===== src/rtl/tmr_pkg.sv =====
package tmr_pkg;
  localparam int BYTE_W = 8;
  localparam int CNT_W  = 2 * BYTE_W;
  localparam int MODE_W = 3;

  typedef enum logic [1:0] {
    ACC_LATCH = 2'b00,
    ACC_LO    = 2'b01,
    ACC_HI    = 2'b10,
    ACC_PAIR  = 2'b11
  } acc_e;

  // Snapshot state shares its encoding with the access mode that created it.
  typedef enum logic [1:0] {
    SNAP_NONE    = 2'b00,
    SNAP_LO_LAST = 2'b01,
    SNAP_HI_LAST = 2'b10,
    SNAP_LO_NEXT = 2'b11
  } snap_e;

  function automatic logic [BYTE_W-1:0] f_status(input logic out_lvl, input acc_e acc,
                                                 input logic [MODE_W-1:0] mode, input logic bcd);
    return {out_lvl, 1'b0, acc, mode, bcd};
  endfunction

  function automatic logic [BYTE_W-1:0] f_pick(input logic [CNT_W-1:0] val, input logic hi);
    return hi ? val[CNT_W-1:BYTE_W] : val[BYTE_W-1:0];
  endfunction

  function automatic logic [CNT_W-1:0] f_single_load(input acc_e acc, input logic [BYTE_W-1:0] d);
    return (acc == ACC_HI) ? {d, {BYTE_W{1'b0}}} : {{BYTE_W{1'b0}}, d};
  endfunction
endpackage


===== src/rtl/tmr_ctl_decode.sv =====
module tmr_ctl_decode
  import tmr_pkg::*;
#(
  parameter int NUM_CH = 3
) (
  input  logic              wr_en,
  input  logic [1:0]        addr,
  input  logic [BYTE_W-1:0] wdata,
  output logic [NUM_CH-1:0] mode_wr,
  output logic [NUM_CH-1:0] latch_cnt,
  output logic [NUM_CH-1:0] latch_sts,
  output logic [NUM_CH-1:0] data_wr,
  output acc_e              ctl_acc,
  output logic [MODE_W-1:0] ctl_mode,
  output logic              ctl_bcd
);
  localparam logic [1:0] CTL_ADDR = 2'd3;
  localparam logic [1:0] RB_SEL   = 2'd3;

  logic       ctl_wr;
  logic       is_rb;
  logic [1:0] sel;

  assign ctl_wr   = wr_en && (addr == CTL_ADDR);
  assign sel      = wdata[7:6];
  assign is_rb    = (sel == RB_SEL);
  assign ctl_acc  = acc_e'(wdata[5:4]);
  assign ctl_mode = wdata[3:1];
  assign ctl_bcd  = wdata[0];

  for (genvar k = 0; k < NUM_CH; k++) begin : g_dec
    logic hit;
    assign hit          = ctl_wr && !is_rb && (sel == 2'(k));
    assign mode_wr[k]   = hit && (ctl_acc != ACC_LATCH);
    assign latch_cnt[k] = (hit && (ctl_acc == ACC_LATCH)) ||
                          (ctl_wr && is_rb && wdata[k+1] && !wdata[5]);
    assign latch_sts[k] = ctl_wr && is_rb && wdata[k+1] && !wdata[4];
    assign data_wr[k]   = wr_en && (addr == 2'(k));
  end
endmodule


===== src/rtl/tmr_chan_port.sv =====
module tmr_chan_port
  import tmr_pkg::*;
(
  input  logic              clk,
  input  logic              rst_n,
  input  logic              mode_wr,
  input  acc_e              ctl_acc,
  input  logic [MODE_W-1:0] ctl_mode,
  input  logic              ctl_bcd,
  input  logic              latch_cnt,
  input  logic              latch_sts,
  input  logic              data_wr,
  input  logic [BYTE_W-1:0] wdata,
  input  logic              rd_pop,
  input  logic [CNT_W-1:0]  live_cnt,
  input  logic              live_out,
  output logic [BYTE_W-1:0] rd_byte,
  output logic              load_stb,
  output logic [CNT_W-1:0]  load_val,
  output logic [MODE_W-1:0] mode,
  output logic              bcd
);
  acc_e              acc;
  logic              rd_hi;
  logic              wr_hi;
  logic [BYTE_W-1:0] wr_hold;
  snap_e             snap;
  logic [CNT_W-1:0]  snap_val;
  logic              sts_vld;
  logic [BYTE_W-1:0] sts_val;

  // Named events for the assertions
  logic pop_sts, pop_snap, pop_live;
  assign pop_sts  = rd_pop && sts_vld;
  assign pop_snap = rd_pop && !sts_vld && (snap != SNAP_NONE);
  assign pop_live = rd_pop && !sts_vld && (snap == SNAP_NONE);

  always_comb begin
    if (sts_vld)                rd_byte = sts_val;
    else if (snap != SNAP_NONE) rd_byte = f_pick(snap_val, snap == SNAP_HI_LAST);
    else if (acc == ACC_PAIR)   rd_byte = f_pick(live_cnt, rd_hi);
    else                        rd_byte = f_pick(live_cnt, acc == ACC_HI);
  end

  always_ff @(posedge clk) begin
    if (!rst_n) begin
      acc      <= ACC_PAIR;
      mode     <= MODE_W'(3);
      bcd      <= 1'b0;
      rd_hi    <= 1'b0;
      wr_hi    <= 1'b0;
      wr_hold  <= '0;
      snap     <= SNAP_NONE;
      snap_val <= '0;
      sts_vld  <= 1'b0;
      sts_val  <= '0;
      load_stb <= 1'b0;
      load_val <= '0;
    end else begin
      load_stb <= 1'b0;
      if (pop_sts)  sts_vld <= 1'b0;
      if (pop_snap) snap <= (snap == SNAP_LO_NEXT) ? SNAP_HI_LAST : SNAP_NONE;
      if (pop_live && acc == ACC_PAIR) rd_hi <= !rd_hi;
      if (latch_cnt && snap == SNAP_NONE) begin
        snap     <= snap_e'(acc);
        snap_val <= live_cnt;
      end
      if (latch_sts && !sts_vld) begin
        sts_vld <= 1'b1;
        sts_val <= f_status(live_out, acc, mode, bcd);
      end
      if (mode_wr) begin
        acc   <= ctl_acc;
        mode  <= ctl_mode;
        bcd   <= ctl_bcd;
        rd_hi <= 1'b0;
        wr_hi <= 1'b0;
      end
      if (data_wr) begin
        if (acc == ACC_PAIR) begin
          if (!wr_hi) begin
            wr_hold <= wdata;
            wr_hi   <= 1'b1;
          end else begin
            load_stb <= 1'b1;
            load_val <= {wdata, wr_hold};
            wr_hi    <= 1'b0;
          end
        end else begin
          load_stb <= 1'b1;
          load_val <= f_single_load(acc, wdata);
        end
      end
    end
  end

  // a control word leaves both toggles on the low byte
  p_ctl_toggles_r2: assert property (@(posedge clk) disable iff (!rst_n)
    mode_wr |=> (!rd_hi && !wr_hi));

  // an unread snapshot keeps its value
  p_snap_hold_r3: assert property (@(posedge clk) disable iff (!rst_n)
    (snap != SNAP_NONE && !rd_pop) |=> ($stable(snap_val) && $stable(snap)));

  // a pending status is not replaced by a new capture
  p_sts_once_r4: assert property (@(posedge clk) disable iff (!rst_n)
    (sts_vld && latch_sts && !rd_pop) |=> $stable(sts_val));

  // bit 6 of a captured status is always zero
  p_sts_bit6_r5: assert property (@(posedge clk) disable iff (!rst_n)
    sts_vld |-> !sts_val[6]);

  // reading the status leaves a pending snapshot in place
  p_sts_first_r6: assert property (@(posedge clk) disable iff (!rst_n)
    (pop_sts && !latch_cnt) |=> $stable(snap));

  // the first byte of a pair never loads
  p_pair_first_r9: assert property (@(posedge clk) disable iff (!rst_n)
    (data_wr && acc == ACC_PAIR && !wr_hi) |=> !load_stb);
endmodule


===== src/rtl/tmr_access_seq.sv =====
module tmr_access_seq
  import tmr_pkg::*;
#(
  parameter int NUM_CH = 3
) (
  input  logic                    clk,
  input  logic                    rst_n,
  input  logic [1:0]              bus_addr,
  input  logic [7:0]              bus_wdata,
  input  logic                    bus_wr,
  input  logic                    bus_rd,
  output logic [7:0]              bus_rdata,
  input  logic [NUM_CH*16-1:0]    ch_count_i,
  input  logic [NUM_CH-1:0]       ch_out_i,
  output logic [NUM_CH-1:0]       load_stb_o,
  output logic [15:0]             load_val_o,
  output logic [NUM_CH*3-1:0]     mode_o,
  output logic [NUM_CH-1:0]       bcd_o
);
  localparam logic [BYTE_W-1:0] UNUSED_BYTE = '1;

  logic [NUM_CH-1:0] mode_wr, latch_cnt, latch_sts, data_wr, rd_pop;
  acc_e              ctl_acc;
  logic [MODE_W-1:0] ctl_mode;
  logic              ctl_bcd;
  logic [BYTE_W-1:0] ch_byte [NUM_CH];
  logic [CNT_W-1:0]  ch_load [NUM_CH];

  tmr_ctl_decode #(.NUM_CH(NUM_CH)) u_dec (
    .wr_en     (bus_wr),
    .addr      (bus_addr),
    .wdata     (bus_wdata),
    .mode_wr   (mode_wr),
    .latch_cnt (latch_cnt),
    .latch_sts (latch_sts),
    .data_wr   (data_wr),
    .ctl_acc   (ctl_acc),
    .ctl_mode  (ctl_mode),
    .ctl_bcd   (ctl_bcd)
  );

  for (genvar k = 0; k < NUM_CH; k++) begin : g_ch
    assign rd_pop[k] = bus_rd && (bus_addr == 2'(k));

    tmr_chan_port u_ch (
      .clk       (clk),
      .rst_n     (rst_n),
      .mode_wr   (mode_wr[k]),
      .ctl_acc   (ctl_acc),
      .ctl_mode  (ctl_mode),
      .ctl_bcd   (ctl_bcd),
      .latch_cnt (latch_cnt[k]),
      .latch_sts (latch_sts[k]),
      .data_wr   (data_wr[k]),
      .wdata     (bus_wdata),
      .rd_pop    (rd_pop[k]),
      .live_cnt  (ch_count_i[k*CNT_W +: CNT_W]),
      .live_out  (ch_out_i[k]),
      .rd_byte   (ch_byte[k]),
      .load_stb  (load_stb_o[k]),
      .load_val  (ch_load[k]),
      .mode      (mode_o[k*MODE_W +: MODE_W]),
      .bcd       (bcd_o[k])
    );
  end

  always_comb begin
    bus_rdata = '0;
    if (bus_rd) begin
      bus_rdata = UNUSED_BYTE;
      for (int k = 0; k < NUM_CH; k++)
        if (bus_addr == 2'(k)) bus_rdata = ch_byte[k];
    end
  end

  always_comb begin
    load_val_o = '0;
    for (int k = 0; k < NUM_CH; k++)
      if (load_stb_o[k]) load_val_o = load_val_o | ch_load[k];
  end

  // one channel loads at a time
  p_one_load_r9: assert property (@(posedge clk) disable iff (!rst_n)
    $onehot0(load_stb_o));

  // a read of the control address starts no load and touches no mode
  p_ctl_read_quiet_r10: assert property (@(posedge clk) disable iff (!rst_n)
    (bus_rd && !bus_wr && bus_addr == 2'd3) |=> (load_stb_o == '0 && $stable(mode_o)));
endmodule


===== config.mk =====
export PLATFORM = sky130hd
export DESIGN_NAME = tmr_access_seq
export DESIGN_NICKNAME = d
export VERILOG_FILES = /design/src/rtl/tmr_pkg.sv /design/src/rtl/tmr_ctl_decode.sv /design/src/rtl/tmr_chan_port.sv /design/src/rtl/tmr_access_seq.sv
export SDC_FILE = /design/constraint.sdc
export NUM_CORES = 1
export LEC_CHECK = 0
export ABC_AREA = 0
export BUFFER_PORTS_ARGS = -buffer_cell sky130_fd_sc_hd__buf_2
export CAP_MARGIN = 20
export CORE_ASPECT_RATIO = 1.5
export CORE_UTILIZATION = 55
export CTS_BUF_LIST = sky130_fd_sc_hd__clkbuf_8
export CTS_CLUSTER_SIZE = 25
export DETAILED_ROUTE_END_ITERATION = 6
export MAX_ROUTING_LAYER = met4
export PLACE_DENSITY = 0.78
export SYNTH_ARGS = -nofsm -noshare
export SYNTH_HDL_FRONTEND = slang
export SYNTH_SLANG_ARGS = --single-unit

===== constraint.sdc =====
create_clock -name clk -period 1.6 [get_ports clk]
set_clock_uncertainty 0.15 [all_clocks]
set_input_delay 0.16 -clock clk [delete_from_list [all_inputs] [get_ports clk]]
set_output_delay 0.16 -clock clk [all_outputs]
set_load 0.01 [all_outputs]

After elaboration in Yosys (flattened, before gate mapping)
Index checks and enable logic that the tools add are counted.

operators by class
  equal/unequal tests = 21
  bitwise operators = 6
  reductions and logical operators = 88
  multiplexer cells = 67

operators by type and width
  kind                count
  $mux 16             12
  $mux 8              22
  $logic_and 1x1->1   48
  $eq 2x2->1 const B  16
  $or 16x16->16       2
  $mux 1              24
  $reduce_bool 2->1   10
  $mux 2              9
  $logic_not 2->1     6
  $reduce_and 2->1    6
  $logic_not 1->1     9
  $reduce_and 3->1    3
  $ne 2x1->1 const B  3
  $reduce_or 2->1     3
  $eq 2x1->1 const B  2
  $not 1->1           4
  $logic_or 1x1->1    3

storage, ports and cells
  output and inout bits = 39
  input bits = 65
  flip-flop bits (word level) = 177

Logic depth before layout (Yosys ltp)
  depth in word-level cells = 9
  mapped depth = 8

By module
Synthesis repeated with hierarchy kept, for this count alone.

unflattened totals
  cell total of the unflattened synthesis = 1057
  area, all modules = 8603.3 sq um

by module, submodules not included
  module          sequential area each (sq um)  times used  cells each  area each (sq um)
  tmr_chan_port   1181.1                        3           321         2627.5
  tmr_access_seq  0.0                           1           62          508.0
  tmr_ctl_decode  0.0                           1           32          212.7

Worst setup path after synthesis
No wires, ideal clock.

  kind = register to output
  start point = register g_ch[1].u_ch.snap[0]
  end point = output bus_rdata[5]
  cell stages (with the launch flop) = 6
  slack = -328 ps
  buffers on the path = 2
  data arrival time = 1618 ps
  cells stage by stage = dfxtp_1 clkbuf_1 clkbuf_1 a21oi_1 o311a_1 nor4_1

on the way
  word-level cells in the longest chain between the ends = 7
  elaborated cells between the ends (all ways) = 8
  classes of those cells = eq/ne: 1; mux: 6; reduce/logical: 1

ends and longest elaborated chain
  element                 line                  source
  start, declared         tmr_chan_port.sv:27   snap_e snap;
  start signal, assigned  tmr_chan_port.sv:62   if (pop_snap) snap <= (snap == SNAP_LO_NEXT) ? SNAP_HI_LAST : SNAP_NONE;
  start signal, assigned  tmr_chan_port.sv:65   snap <= snap_e'(acc);
  $eq 2x2->1              tmr_chan_port.sv:40   else if (snap != SNAP_NONE) rd_byte = f_pick(snap_val, snap == SNAP_HI_LAST);
  $mux 8                  tmr_pkg.sv:27         return hi ? val[CNT_W-1:BYTE_W] : val[BYTE_W-1:0];
  $mux 8 *                tmr_chan_port.sv:40
  $mux 8 *                tmr_chan_port.sv:39   if (sts_vld) rd_byte = sts_val;
  $mux 8 * (2 in a row)   tmr_access_seq.sv:72  if (bus_addr == 2'(k)) bus_rdata = ch_byte[k];
  $mux 8 *                tmr_access_seq.sv:69  if (bus_rd) begin
  end, declared           tmr_access_seq.sv:12  output logic [7:0] bus_rdata,

Every way passes the cells marked *; elsewhere a longest branch is shown, timed or not.

Worst setup path after layout
  start point = register g_ch[2].u_ch.rd_hi
  end point = output bus_rdata[5]

on the way
  word-level cells in the longest chain between the ends = 6

ends and longest elaborated chain
  element                 line                  source
  start, declared         tmr_chan_port.sv:24   logic rd_hi;
  start signal, assigned  tmr_chan_port.sv:63   if (pop_live && acc == ACC_PAIR) rd_hi <= !rd_hi;
  $mux 8                  tmr_pkg.sv:27
  $mux 8                  tmr_chan_port.sv:41   else if (acc == ACC_PAIR) rd_byte = f_pick(live_cnt, rd_hi);
  $mux 8                  tmr_chan_port.sv:40
  $mux 8                  tmr_chan_port.sv:39
  $mux 8                  tmr_access_seq.sv:72
  $mux 8                  tmr_access_seq.sv:69

Every way passes these cells.

==> metrics.md <==
| Metric | Value |
|---|---|
| Final setup violation count | `119` |
| CTS H-tree lvls | `4` |
| Post-Syn Nets | `1010` |
| Die H | `154 um` |
| Switching Power | `2.49 mW` |
| Worst reg-to-reg setup slack | `-0.52 ns` |
| Die X | `103 um` |
| Main synth FF type | `dfxtp_1` |
| Flop and latch count out of synthesis | `177` |
| Post-Synth XOR/XNOR Area | `0.00310` |
| Largest family of logic cells by synthesized area | `simple AND/OR/NAND/NOR gates` |
| Reg2Reg Launch Point | `g_ch[1].u_ch.snap[1]` |
| Failing checks | `DRC, setup timing` |
| Crit. End Element | `primary output` |
| R2R cell count | `8` |
| I/O pin total | `104` |
| Layout area overhead | `47.1%` |
| Initial Util | `0.562` |
| Post-route clock period utilization | `1.63` |
| Worst-margin pin slew | `0.744 ns` |
| Adder-cell share of the synthesized area | `0` |
| Setup TNS Final | `-27.20 ns` |
| Worst Path Required | `1.29 ns` |
| CP arrival | `2.30 ns` |
| Status | `finished, violations left` |
| Vias | `9181` |
| CTS Root Cell | `clkbuf_8` |
| Slew HR | `0.504` |
| Mapped Cells | `945` |
| All-layer global routing usage | `0.414` |
| Iter 0 DRT Violations | `1027` |
| Placed Area | `0.0102 mm2` |
| Hold Startpoint | `bus_wdata[1]` |
| Vias per cell | `6.49` |
| PnR Total Power | `9.55 mW` |
| CTS tree | `done` |
| WHS Path Cells | `4` |
| Slew Viols, Final | `0` |
| Pleak | `5.13 nW` |
| Hold path endpoint | `g_ch[0].u_ch.wr_hold[1]` |
| Final Hold Viols | `0` |
| Synth area leaders | `dfxtp_1, mux2i_1, nor2b_1` |
| Port-buffer cells | `103` |
| Final #Nets | `1263` |
| Startpoint types | `flip-flop` |
| Core Region | `0.0151 mm2` |
| Worst-path clk slew | `0.10 ns` |
| Final Critical Period | `2.61 ns` |
| Setup ws final | `-1.01 ns` |
| Combinational Power Share | `0.144` |
| Layout fillers | `746` |
| Global placement routability congestion | `0.859` |
| Largest net degree at the start of global routing | `109` |
| Post-Synth Simple-Gate Area | `0.216` |
| Die area | `0.0159 mm2` |
| Detailed placer's ending HPWL | `17600 um` |
| # DRC | `9` |
| Mean Syn Cell Area | `8.96 um2` |
| Cell taking the most area after synthesis | `dfxtp_1` |
| Routed length per instance | `25.9 um` |
| Switching portion of total power | `0.261` |
| Number of antenna-violating nets in the routed design | `0` |
| Global-route wire length before repair | `47500 um` |
| YS warnings | `0` |
| Share of layout cells above drive strength 1 | `0.373` |
| Async SR Flop Fraction | `0` |
| Max FO, Critical Path | `8` |
| Cell internal pwr | `7.06 mW` |
| Routed WL | `36700 um` |
| Vias in the first global route | `8885` |
| Max-cap violations | `0` |
| Drt first pass iters | `7` |
| Row Count | `55` |
| Congestion Overflow GR | `0` |
| Clk sinks | `177` |
| Hold_ws | `0.0366 ns` |
| Place WS | `-0.367 ns` |
| RSZ-0062 raised after global routing | `true` |
| Post-synthesis compound-gate area fraction | `0.178` |
| Seq/Total Area, Yosys | `0.419` |
| Post-synth EDFFs | `0` |
| Post-synthesis mux area share | `0.117` |
| Worst r2r dst | `g_ch[1].u_ch.snap_val[15]` |
| Initial antenna violation count | `4` |
| Number of distinct library cells after synthesis | `56` |
| TritonCTS buffer count | `17` |
| Area of the mapped netlist | `0.00847 mm2` |
| Synth top area share | `0.419` |
| Sequential share of power | `0.473` |
| VDD IR max | `740 uV` |
| Kind of critical path | `reg2out` |
| Clock buffer depth | `2` |
| Worst skew pair latency | `0.49 ns` |
| PwrDens | `767 mW/mm2` |
| Clock Power Share | `0.383` |
| Final instance area | `0.0125 mm2` |
| Peak Freq | `383 MHz` |
| Worst Hold Class | `in2reg` |
## flip-flops by register name, summed over array words and instances, names as in the netlist
name	count
g_ch.u_ch.wr_hold	24
g_ch.u_ch.load_val	48
g_ch.u_ch.snap	6
g_ch.u_ch.sts_vld	3
g_ch.u_ch.snap_val	48
g_ch.u_ch.sts_val	21
g_ch.u_ch.mode	9
g_ch.u_ch.load_stb	3
g_ch.u_ch.rd_hi	3
g_ch.u_ch.bcd	3
g_ch.u_ch.wr_hi	3
g_ch.u_ch.acc	6
## Yosys cell counts (3+ instances only)
| cell type | number |
|---|---|
| buf_4 | 11 |
| nand2_1 | 80 |
| o21ai_1 | 5 |
| nor2_1 | 27 |
| a31oi_1 | 3 |
| mux2i_1 | 99 |
| a222oi_1 | 16 |
| nor2_2 | 3 |
| inv_1 | 42 |
| clkbuf_1 | 63 |
| buf_2 | 13 |
| and2_1 | 9 |
| nor2b_1 | 98 |
| a21oi_1 | 41 |
| a221oi_1 | 36 |
| a211o_1 | 13 |
| nand3_1 | 34 |
| o221ai_1 | 6 |
| a21boi_0 | 34 |
| o211ai_1 | 3 |
| nor3b_1 | 28 |
| nor3_1 | 5 |
| o211a_1 | 4 |
| o311a_1 | 7 |
| nand3b_1 | 4 |
| o21a_1 | 3 |
| and3_1 | 19 |
| o21ai_0 | 15 |
| a31o_2 | 7 |
| nand2b_1 | 4 |
| dfxtp_1 | 177 |
| nor4_1 | 7 |
## repair_timing
item / 4_1_cts / 5_1_grt
gates cloned: 10 / 3
setup endpoints to repair: 155 / 164
hold buffers: 56 / 0
hold endpoints to repair: 62 / 0
pin swaps: 59 / 30
setup buffers: 16 / 22
resized for setup: 152 / 107
## area by class of cell
cell class / instances / area, um2 / share of cell area
flip-flops and latches: 177 / 3580 / 0.288
inverters: 43 / 163 / 0.0131
repair buffers: 323 / 2760 / 0.222
multi-input cells: 636 / 5220 / 0.419
diodes: 4 / 10.0 / 0.000804
clock buffers: 19 / 262 / 0.0210
clock inverters: 13 / 208 / 0.0167
well taps: 199 / 249 / 0.0200
## worst max-delay path, stage by stage (launching register included)
cell      delay, ns
dfxtp_2        0.34
nand2b_4       0.18
nand2_4        0.10
a211o_1        0.37
a221oi_2       0.41
buf_4          0.20
nor4_4         0.05
buf_2          0.16
## cells in the final DEF (no fill, tap or decap), types with 6 or more instances in the layout
| master | count |
|---|---|
| nor2b_1 | 96 |
| a211o_1 | 13 |
| dlygate4sd3_1 | 56 |
| nor3b_1 | 20 |
| and3_4 | 8 |
| mux2i_2 | 6 |
| nor4_4 | 7 |
| buf_4 | 106 |
| inv_1 | 42 |
| o311a_1 | 7 |
| nand2_1 | 67 |
| nor2_4 | 8 |
| buf_6 | 34 |
| and3_1 | 11 |
| a221oi_2 | 18 |
| dfxtp_4 | 7 |
| buf_2 | 102 |
| a21boi_1 | 28 |
| dfxtp_2 | 10 |
| a21oi_1 | 36 |
| nand3_1 | 31 |
| clkbuf_8 | 19 |
| mux2i_1 | 85 |
| nor3b_2 | 7 |
| a221oi_1 | 13 |
| nand2_2 | 7 |
| buf_12 | 16 |
| dfxtp_1 | 160 |
| a222oi_1 | 16 |
| a31o_2 | 6 |
| mux2i_4 | 8 |
| o21ai_2 | 9 |
| nor2_1 | 21 |
| o221ai_1 | 6 |
| o21ai_0 | 7 |
## power groups by stage
| stage | logic [mW] | clock network [mW] | registers, mW |
|---|---|---|---|
| 5_1_grt | 1.42 | 3.83 | 4.52 |
| 6_report | 1.38 | 3.66 | 4.51 |
| 3_5_place_dp | 0.961 | 0 | 4.61 |
| 2_1_floorplan | 0.558 | 0 | 4.60 |
| 4_1_cts | 1.17 | 3.62 | 4.51 |
| 3_3_place_gp | 0.948 | 0 | 4.61 |
## worst max-delay path by stage
stage / start / endpoint / slack [ns] / depth (start not counted)
floorplan: g_ch[0].u_ch.snap[1] / g_ch[0].u_ch.snap_val[10] / -0.10 / 6
global placement: g_ch[0].u_ch.acc[1] / bus_rdata[5] / -0.32 / 6
detailed placement: g_ch[2].u_ch.rd_hi / bus_rdata[5] / -0.37 / 7
CTS: g_ch[2].u_ch.rd_hi / bus_rdata[5] / -0.75 / 7
global route: g_ch[2].u_ch.rd_hi / bus_rdata[5] / -1.08 / 7
finish: g_ch[2].u_ch.rd_hi / bus_rdata[5] / -1.01 / 7
## logic make-up after synthesis
group,after synthesis
simple gates,332
compound gates,201
flops,177
buf+inv,133
mux,99
xor+xnor,3
## stage by stage
| step | instances | utilization |
|---|---|---|
| after floorplan | 945 | - |
| after global placement | 1283 | 0.675 |
| after detailed placement | 1283 | 0.675 |
| after CTS | 1394 | 0.792 |
| after global routing | 1414 | 0.826 |
| final | 1414 | 0.826 |
## layer usage
layer | vias up | GRT usage | part of all wire
met5 | - | - | 0
met3 | 260 | 0.112 | 0.12
met4 | 0 | 0.304 | 0.092
li1 | 3882 | - | -
met1 | 4335 | 0.425 | 0.33
met2 | 704 | 0.664 | 0.46
Note: power is estimated with default switching activity, not from simulation.
